<file path="src/rtl/pp_pkg.sv">
package pp_pkg;
   typedef enum logic [1:0] {
      ST_IDLE  = 2'd0,
      ST_ARMED = 2'd1,
      ST_LOAD  = 2'd2,
      ST_BURN  = 2'd3
   } pp_state_t;

   typedef enum logic [1:0] {
      PD_NONE = 2'd0,
      PD_SET  = 2'd1,
      PD_CLR  = 2'd2
   } pp_pend_t;
endpackage

</file>
<file path="src/rtl/pp_cycle_counter.sv">
module pp_cycle_counter #(
   parameter int CW = 8
) (
   input  logic          clk,
   input  logic          rst_n,
   input  logic          en,
   input  logic          clr,
   output logic [CW-1:0] cnt
);
   always_ff @(posedge clk) begin
      if (!rst_n)   cnt <= '0;
      else if (clr) cnt <= '0;
      else if (en)  cnt <= cnt + 1'b1;
   end
endmodule

</file>
<file path="src/rtl/pp_page_buffer.sv">
module pp_page_buffer #(
   parameter int PAGE_BYTES = 256,
   parameter int DW         = 8,
   localparam int IDX_W     = $clog2(PAGE_BYTES)
) (
   input  logic             clk,
   input  logic             fill,
   input  logic             we,
   input  logic [IDX_W-1:0] widx,
   input  logic [DW-1:0]    wdata,
   input  logic [IDX_W-1:0] ridx,
   output logic [DW-1:0]    rdata
);
   logic [DW-1:0] mem [PAGE_BYTES];

   always_ff @(posedge clk) begin
      for (int i = 0; i < PAGE_BYTES; i++) begin
         if (we && widx == IDX_W'(i)) mem[i] <= wdata;
         else if (fill)               mem[i] <= '1;
      end
   end

   assign rdata = mem[ridx];
endmodule

</file>
<file path="src/rtl/pp_status.sv">
module pp_status #(
   parameter int DW = 8
) (
   input  logic          clk,
   input  logic          rst_n,
   input  logic          rd_hit,
   input  logic          at_last,
   input  logic          last_b0,
   output logic          stat_vld,
   output logic [DW-1:0] stat_data
);
   logic tog;

   always_ff @(posedge clk) begin
      if (!rst_n) begin
         tog       <= 1'b0;
         stat_vld  <= 1'b0;
         stat_data <= '0;
      end else if (rd_hit) begin
         tog       <= ~tog;
         stat_vld  <= 1'b1;
         stat_data <= {{(DW-2){1'b0}}, tog, at_last & ~last_b0};
      end else begin
         stat_vld  <= 1'b0;
         stat_data <= '0;
      end
   end
endmodule

</file>
<file path="src/rtl/page_prog_engine.sv">
module page_prog_engine
   import pp_pkg::*;
#(
   parameter int ADDR_W     = 19,
   parameter int DW         = 8,
   parameter int PAGE_BYTES = 256,
   parameter int BOOT_BYTES = 16384,
   parameter int WIN_CYC    = 37500,
   parameter int BURN_CYC   = 1750000
) (
   input  logic              clk,
   input  logic              rst_n,
   input  logic              wr_en,
   input  logic              rd_en,
   input  logic [ADDR_W-1:0] addr,
   input  logic [DW-1:0]     wdata,
   input  logic              sdp_on,
   input  logic              lock_lo,
   input  logic              lock_hi,
   input  logic              arm_sdp_on,
   input  logic              arm_sdp_off,
   output logic              cmt_we,
   output logic [ADDR_W-1:0] cmt_addr,
   output logic [DW-1:0]     cmt_data,
   output logic              sdp_upd,
   output logic              sdp_val,
   output logic              stat_vld,
   output logic [DW-1:0]     stat_data
);
   localparam int IDX_W     = $clog2(PAGE_BYTES);
   localparam int MAX_CYC   = (WIN_CYC > BURN_CYC) ? WIN_CYC : BURN_CYC;
   localparam int CW        = $clog2(MAX_CYC + 1);
   localparam int STREAM_AT = BURN_CYC - PAGE_BYTES;
   localparam int HI_BASE   = (1 << ADDR_W) - BOOT_BYTES;

   if (PAGE_BYTES < 2 || (PAGE_BYTES & (PAGE_BYTES - 1)) != 0) begin : g_bad_page
      $error("PAGE_BYTES must be a power of two");
   end
   if (BURN_CYC < PAGE_BYTES) begin : g_bad_burn
      $error("BURN_CYC must cover the commit stream");
   end
   if (WIN_CYC < 2) begin : g_bad_win
      $error("WIN_CYC must be at least 2");
   end
   if (DW < 2) begin : g_bad_dw
      $error("DW must be at least 2");
   end
   if (ADDR_W <= IDX_W || ADDR_W > 30 || 2 * BOOT_BYTES > (1 << ADDR_W)) begin : g_bad_addr
      $error("address width does not fit page or boot regions");
   end

   pp_state_t         st, st_n;
   pp_pend_t          pend, pend_n;
   logic [CW-1:0]     cnt;
   logic [ADDR_W-1:0] last_addr;
   logic              last_b0;
   logic              cnt_clr, fill, store;
   logic              arm_any, lock_hit, same_sec, hit_win, hit_burn, rd_hit;
   logic [IDX_W-1:0]  rd_idx;

   if (BOOT_BYTES > 0) begin : g_lock
      assign lock_hit = (lock_lo && addr <  ADDR_W'(BOOT_BYTES)) ||
                        (lock_hi && addr >= ADDR_W'(HI_BASE));
   end else begin : g_nolock
      assign lock_hit = 1'b0;
   end

   assign arm_any  = arm_sdp_on | arm_sdp_off;
   assign same_sec = addr[ADDR_W-1:IDX_W] == last_addr[ADDR_W-1:IDX_W];
   assign hit_win  = cnt == CW'(WIN_CYC - 1);
   assign hit_burn = cnt == CW'(BURN_CYC - 1);

   always_comb begin
      st_n    = st;
      pend_n  = pend;
      cnt_clr = 1'b0;
      fill    = 1'b0;
      store   = 1'b0;
      // timed progress
      case (st)
         ST_ARMED: if (hit_win)  begin st_n = ST_IDLE; pend_n = PD_NONE; end
         ST_LOAD:  if (hit_win)  begin st_n = ST_BURN; cnt_clr = 1'b1; end
         ST_BURN:  if (hit_burn) begin st_n = ST_IDLE; pend_n = PD_NONE; end
         default: ;
      endcase
      // host events override the timers
      if (arm_any) begin
         st_n    = ST_ARMED;
         pend_n  = arm_sdp_on ? PD_SET : PD_CLR;
         cnt_clr = 1'b1;
      end else if (wr_en) begin
         case (st)
            ST_IDLE: if (!sdp_on && !lock_hit) begin
               st_n = ST_LOAD; fill = 1'b1; store = 1'b1; cnt_clr = 1'b1;
            end
            ST_ARMED: if (lock_hit) begin
               st_n = ST_IDLE; pend_n = PD_NONE;
            end else begin
               st_n = ST_LOAD; fill = 1'b1; store = 1'b1; cnt_clr = 1'b1;
            end
            ST_LOAD: if (same_sec) begin
               st_n = ST_LOAD; store = 1'b1; cnt_clr = 1'b1;
            end else begin
               pend_n = PD_NONE;
               if (!sdp_on && !lock_hit) begin
                  st_n = ST_LOAD; fill = 1'b1; store = 1'b1; cnt_clr = 1'b1;
               end else begin
                  st_n = ST_IDLE;
               end
            end
            default: ;
         endcase
      end else if (rd_en) begin
         if (st == ST_ARMED) begin
            st_n = ST_IDLE; pend_n = PD_NONE;
         end else if (st == ST_LOAD) begin
            st_n = ST_BURN; cnt_clr = 1'b1;
         end
      end
   end

   always_ff @(posedge clk) begin
      if (!rst_n) begin
         st        <= ST_IDLE;
         pend      <= PD_NONE;
         last_addr <= '0;
         last_b0   <= 1'b0;
      end else begin
         st   <= st_n;
         pend <= pend_n;
         if (store) begin
            last_addr <= addr;
            last_b0   <= wdata[0];
         end
      end
   end

   pp_cycle_counter #(.CW(CW)) u_cnt (
      .clk(clk), .rst_n(rst_n), .en(st != ST_IDLE), .clr(cnt_clr), .cnt(cnt)
   );

   assign rd_idx = IDX_W'(cnt - CW'(STREAM_AT));

   pp_page_buffer #(.PAGE_BYTES(PAGE_BYTES), .DW(DW)) u_buf (
      .clk(clk), .fill(fill), .we(store), .widx(addr[IDX_W-1:0]),
      .wdata(wdata), .ridx(rd_idx), .rdata(cmt_data)
   );

   assign rd_hit = rd_en && !wr_en && !arm_any && (st == ST_LOAD || st == ST_BURN);

   pp_status #(.DW(DW)) u_stat (
      .clk(clk), .rst_n(rst_n), .rd_hit(rd_hit), .at_last(addr == last_addr),
      .last_b0(last_b0), .stat_vld(stat_vld), .stat_data(stat_data)
   );

   assign cmt_we   = st == ST_BURN && cnt >= CW'(STREAM_AT) && !arm_any;
   assign cmt_addr = {last_addr[ADDR_W-1:IDX_W], rd_idx};
   assign sdp_upd  = st == ST_BURN && hit_burn && !arm_any && pend != PD_NONE;
   assign sdp_val  = sdp_upd && pend == PD_SET;
endmodule

</file>
<file path="config.mk">
export PLATFORM = sky130hd
export DESIGN_NAME = page_prog_engine
export DESIGN_NICKNAME = d
export VERILOG_FILES = /design/src/rtl/pp_pkg.sv /design/src/rtl/pp_cycle_counter.sv /design/src/rtl/pp_page_buffer.sv /design/src/rtl/pp_status.sv /design/src/rtl/page_prog_engine.sv
export SDC_FILE = /design/constraint.sdc
export NUM_CORES = 2
export LEC_CHECK = 0
export BUFFER_PORTS_ARGS = -buffer_cell sky130_fd_sc_hd__buf_4
export CELL_PAD_IN_SITES_DETAIL_PLACEMENT = 0
export CELL_PAD_IN_SITES_GLOBAL_PLACEMENT = 2
export CORE_MARGIN = 2
export CORE_UTILIZATION = 25
export CTS_CLUSTER_SIZE = 8
export DETAILED_ROUTE_END_ITERATION = 8
export PLACE_DENSITY_LB_ADDON = 0.1
export SLEW_MARGIN = 40
export SYNTH_ARGS = -nofsm -noshare
export SYNTH_HDL_FRONTEND = slang
export SYNTH_SLANG_ARGS = --single-unit
</file>
<file path="constraint.sdc">
create_clock -name clk -period 4.94 [get_ports clk]
set_clock_uncertainty 0.15 [all_clocks]
set_input_delay 0.988 -clock clk [delete_from_list [all_inputs] [get_ports clk]]
set_output_delay 0.988 -clock clk [all_outputs]
set_load 0.03 [all_outputs]
</file>
Yosys cells after proc, flatten, opt, wreduce, memory -nomap -nowiden
Memory sizes are Yosys's and may differ from the RTL's.
Index checks and enable logic that the tools add are counted.
{"block": "totals", "regBits": 55, "latch_bits": 0, "ram_bits": 2048, "rom_bits": 0, "inputBits": 36, "memories": 1}
{"block": "op_classes", "add_sub_neg": 2, "n_mul": 0, "n_div": 0, "n_lt_le_gt_ge": 3, "eq_ne": 263, "shift": 0, "n_mux": 1328, "bitwise_logic": 261, "n_reduce_logical": 281}
{"memory": "u_buf.mem", "depth": 256, "word_bits": 8, "rd": 1, "rd_clocked_by_memory_dff": 0, "wr": 256, "line": "pp_page_buffer.sv:14", "rtl": "logic [DW-1:0] mem [PAGE_BYTES];"}
{"cell": "$mux 8", "count": 256}
{"cell": "$mux 1", "count": 1045}
{"cell": "$eq 8x8->1 const B", "count": 128}
{"cell": "$eq 8x7->1 const B", "count": 64}
{"cell": "$logic_and 1x1->1", "count": 268}
{"cell": "$or 1x1->1", "count": 257}
{"cell": "$eq 8x6->1 const B", "count": 32}
{"cell": "$eq 8x5->1 const B", "count": 16}
{"cell": "$eq 8x4->1 const B", "count": 8}
{"cell": "$mux 2", "count": 20}
{"cell": "$eq 8x3->1 const B", "count": 4}
{"cell": "$add 21x1->21 const B", "count": 1}
{"cell": "$eq 21x16->1 const B", "count": 1}
{"cell": "$eq 21x21->1 const B", "count": 1}
{"cell": "$ge 21x21->1 const B", "count": 1}
{"cell": "$eq 19x19->1", "count": 1}
{"cell": "$ge 19x19->1 const B", "count": 1}
{"cell": "$lt 19x15->1 const B", "count": 1}
{"cell": "$eq 8x2->1 const B", "count": 2}
{"cell": "$pmux 2 s3", "count": 2}
{"cell": "$eq 11x11->1", "count": 1}
{"cell": "$pmux 1 s3", "count": 3}
{"cell": "$eq 8x1->1 const B", "count": 1}
{"cell": "$logic_not 8->1", "count": 1}
{"cell": "12 further kinds", "count": 23}

Longest topological paths before layout
{"block": "logic_depth", "ltp_word": 14, "ltp_mapped": 13, "ltp_nobuf": 8}

Modules after synthesis
A second synthesis with hierarchy kept.
{"block": "hier_totals", "cells_unflattened": 6777, "hier_area_um2": 98524.5}
{"module": "pp_page_buffer", "instances": 1, "cells_per_inst": 6408, "area_each_um2": 95445.3, "seq_area_each_um2": 61418.9}
{"module": "page_prog_engine", "instances": 1, "cells_per_inst": 242, "area_each_um2": 1936.9, "seq_area_each_um2": 480.5}
{"module": "pp_cycle_counter", "instances": 1, "cells_per_inst": 111, "area_each_um2": 973.4, "seq_area_each_um2": 420.4}
{"module": "pp_status", "instances": 1, "cells_per_inst": 16, "area_each_um2": 168.9, "seq_area_each_um2": 80.1}

Worst setup path after synthesis
No wires, ideal clock.
{"block": "synth_path", "kind": "register to output", "startpoint": "register u_cnt.cnt[4]", "endpoint": "output port cmt_data[5]", "arrival_time_ps": 3408, "required_ps": 3802, "path_slack_ps": 394, "path_stages_with_launch": 12, "path_cell_list": "dfxtp_1 clkbuf_1 clkinv_1 clkbuf_1 clkbuf_1 ha_1 clkbuf_1 inv_1 clkbuf_1 a311oi_1 nor3_1 o32ai_1"}
{"block": "synth_via", "elab_chain_cells": 2}
{"item": "start, declared", "line": "pp_cycle_counter.sv:8", "rtl": "output logic [CW-1:0] cnt"}
{"item": "start signal, assigned", "line": "pp_cycle_counter.sv:13", "rtl": "else if (en) cnt <= cnt + 1'b1;"}
{"item": "$sub 8x8->8", "line": "page_prog_engine.sv:142", "rtl": "assign rd_idx = IDX_W'(cnt - CW'(STREAM_AT));"}
{"item": "named net cmt_addr[4]", "line": "page_prog_engine.sv:23", "rtl": "output logic [ADDR_W-1:0] cmt_addr,"}
{"item": "$mem_v2 256x8"}
{"item": "end, declared", "line": "page_prog_engine.sv:24", "rtl": "output logic [DW-1:0] cmt_data,"}
The timed path passes the listed nets, and every way through them passes these cells.

Worst setup path in the final report
{"block": "layout_path", "startpoint": "register u_cnt.cnt[1]", "endpoint": "output port cmt_data[1]"}
{"block": "layout_via", "elab_chain_cells": 2}
{"item": "$sub 8x8->8", "line": "page_prog_engine.sv:142"}
{"item": "$mem_v2 256x8"}
No other way between the ends.

==> impl_metrics.json <==
{
  "ys.flop_type": "edfxtp_1",
  "synth_cells": 6936,
  "hold_violations": 0,
  "synth_area_um2": 95340,
  "total_power_mw": 42.91,
  "finalNetCount": 7655,
  "cts.sinks": 2097,
  "avgSynthCellArea_um2": 13.75,
  "synth_area_leaders": "edfxtp_1 (64%), mux4_2 (10%), nand2_1 (8.3%)",
  "setup-tns-final_ns": -2.934,
  "slowest_stage": "o211ai_1",
  "synth_most_common_cell": "nand2_1",
  "areaGrowthSynthToFinish_pct": 24.34,
  "yosysTopAreaCell": "edfxtp_1",
  "synth_top_area_share_pct": 64.25,
  "start_kind": "flip-flop",
  "clk_pin_slew_worst_paths_ns": 0.05,
  "yosys-top-cells-count": "nand2_1 (2102), edfxtp_1 (2040), mux4_2 (430)",
  "via_per_inst": 5.046,
  "violations": "setup timing",
  "gp_congestion": 0.8240,
  "initial_core_util_pct": 25.14,
  "hold_path.class": "input port to flip-flop",
  "drt_first_iter_violations": 6005,
  "die_w_um": 621.5,
  "status": "complete, but fails checks",
  "yosys_warnings": 0,
  "first_pass_iters": 5,
  "grt_pass1_vias": 64868,
  "slew_headroom_pct": 37.30,
  "root_buffer": "clkbuf_16",
  "num_rows": 226,
  "grt_start_max_net_pins": 95,
  "worst_slew_pin_slew_ns": 0.9334,
  "ys_ff_latch": 2097,
  "finalMaxSlewViolations": 0,
  "die_h_um": 621.5,
  "rrSetupSlack_ns": 1.22,
  "end_kind": "output port",
  "peakVddDrop_mv": 0.2243,
  "period_needed_ns": 5.432,
  "final_layout_size_suffix_gt1_share_pct": 27.38,
  "crit_required_ns": 3.80,
  "fmax_mhz": 184.1,
  "pre_cts_ws_ns": -0.4665,
  "via_count": 64298,
  "wl_um": 435600,
  "grt_use_total_pct": 22.04,
  "cpLargestDelayFamily": "compound AO/OA/AOI/OAI gates",
  "max_cap_violations": 0,
  "dp.cells": 12156,
  "worstPathArrival_ns": 4.29,
  "wire_per_inst_um": 34.19,
  "critical_path_class": "flip-flop to output port",
  "grt_overflow_total": 0,
  "leakage_nw": 42.51,
  "ys_seq_area_share_pct": 65.45,
  "dpl.hpwl_um": 284400,
  "stdcell_count": 12742,
  "fin_hold_ws_ns": 0.1220,
  "setup_ws_ns": -0.4916,
  "portBuffers": 68,
  "yosysUniqueCellTypes": 82,
  "synth_enable_flop_cells": 2040,
  "die_area_um2": 386300,
  "htree_num_levels": 5,
  "rsz0062_at_grt": "true",
  "postRouteAntennaNets": 0,
  "clock_path_buffers": 4,
  "crit_fanout": 15,
  "io_pins": 75,
  "cts_tree": "built",
  "path_common_cell": "buf_12",
  "synth-async-reset-ratio_pct": 0,
  "drc": 0,
  "numCtsBuffers": 303,
  "setup_violations": 8,
  "coreArea_um2": 379200,
  "clk_latency_ns": 0.93,
  "crit_chain": "buf_12, buf_12, buf_16, mux2i_1, o221ai_1, buf_4, o211ai_1, a22oi_2, a311o_1, buf_12, buf_8",
  "grt_first_pass_wirelength_um": 588500,
  "slowest_delay_ns": 0.56,
  "period_share_pct": 110.0,
  "p_per_area_nw_per_um2": 362.0,
  "antenna_found_initial": 26,
  "critPathBufInv": 6
}
[worst register-to-register path, cell delays in order (launching register included)]
cell	delay (ns)
dfxtp_1	0.36
xnor2_1	0.24
nand3_1	0.17
o31ai_1	0.59
a21oi_4	0.18
or4_4	0.75
buf_4	0.41
o21ai_0	0.34
buf_4	0.24
[through the flow]
stage | utilization (%) | instance area [um^2]
4_1_cts | 30.90 | 117200
3_3_place_gp | 28.05 | 106400
6_report | 31.26 | 118500
3_5_place_dp | 28.10 | 106600
2_1_floorplan | - | 95360
5_1_grt | 31.26 | 118500
[cells in the final DEF (no fill, tap or decap), types with 16 or more instances in the layout]
cell / count
xor2_1: 16
nand3_1: 40
xnor2_1: 24
dfxtp_1: 52
buf_6: 31
nor3_1: 19
clkbuf_16: 314
mux2i_1: 219
o221ai_1: 53
clkbuf_1: 74
mux4_2: 430
a21oi_1: 60
or2_2: 74
buf_12: 101
o21ai_0: 293
nor2_1: 139
o41ai_2: 48
buf_16: 25
a22o_1: 18
nand2_1: 2097
edfxtp_1: 2040
buf_4: 818
a22oi_1: 60
a41o_1: 184
[final cells by class]
cell class                 count  area, um^2
antenna                       11       27.53
clock buffer                 385        8038
clock inverter                25       390.4
fill                       37437      260700
inverter                      28       185.2
multi-input combinational   4180       31490
sequential                  2097       62420
tap                         5016        6276
timing repair buffer        1000        9713
[power breakdown]
part | internal [mW] | total [mW] | switching (mW)
Clock | 11.3 | 19.5 | 8.16
Combinational | 0.954 | 3.18 | 2.22
Sequential | 20.1 | 20.3 | 0.115
[state kept, by name, summed over array words and instances (netlist names)]
register          cells
last_b0               1
u_stat.stat_vld       1
u_buf.mem          2048
u_stat.tog            1
st                    2
last_addr            19
u_stat.stat_data      2
u_cnt.cnt            21
pend                  2
[layer usage]
| metal | up-vias | GRT usage [%] | share of wire, % | wire [um] |
|---|---|---|---|---|
| met5 | - | 0 | 0.0032 | 14 |
| met4 | 2 | 4.958 | 2.5 | 10820 |
| met3 | 459 | 3.157 | 5.4 | 23620 |
| met2 | 2091 | 35.64 | 47 | 203700 |
| met1 | 34269 | 31.20 | 45 | 197400 |
| li1 | 27477 | - | - | - |
[repair_timing]
item / CTS / global route
pin swaps: 32 / 44
hold buffers: 0 / 0
gates resized for setup: 202 / 124
cloned: 13 / 5
endpoints found under the setup margin: 11 / 8
buffers inserted: 74 / 86
[cell families after synthesis]
family | Yosys count | synth area share, %
AO/OA/AOI/OAI | 949 | 7.675
XOR/XNOR | 42 | 0.3858
adder cells (fa/ha/maj) | 9 | 0.1181
buffers and inverters | 664 | 3.129
flip-flops | 2097 | 65.45
multiplexers | 677 | 12.77
other | 1 | 0.003933
AND/OR/NAND/NOR | 2497 | 10.47
[worst paths after layout]
check	start	endpoint	cells after the start
max	u_cnt.cnt[1]	cmt_data[1]	11
min	arm_sdp_on	pend[1]	2
max reg2reg	last_addr[18]	u_buf.mem[144][2]	8
min reg2reg	last_b0	u_stat.stat_data[0]	1
No activity file was read; power rests on OpenSTA's default activity.
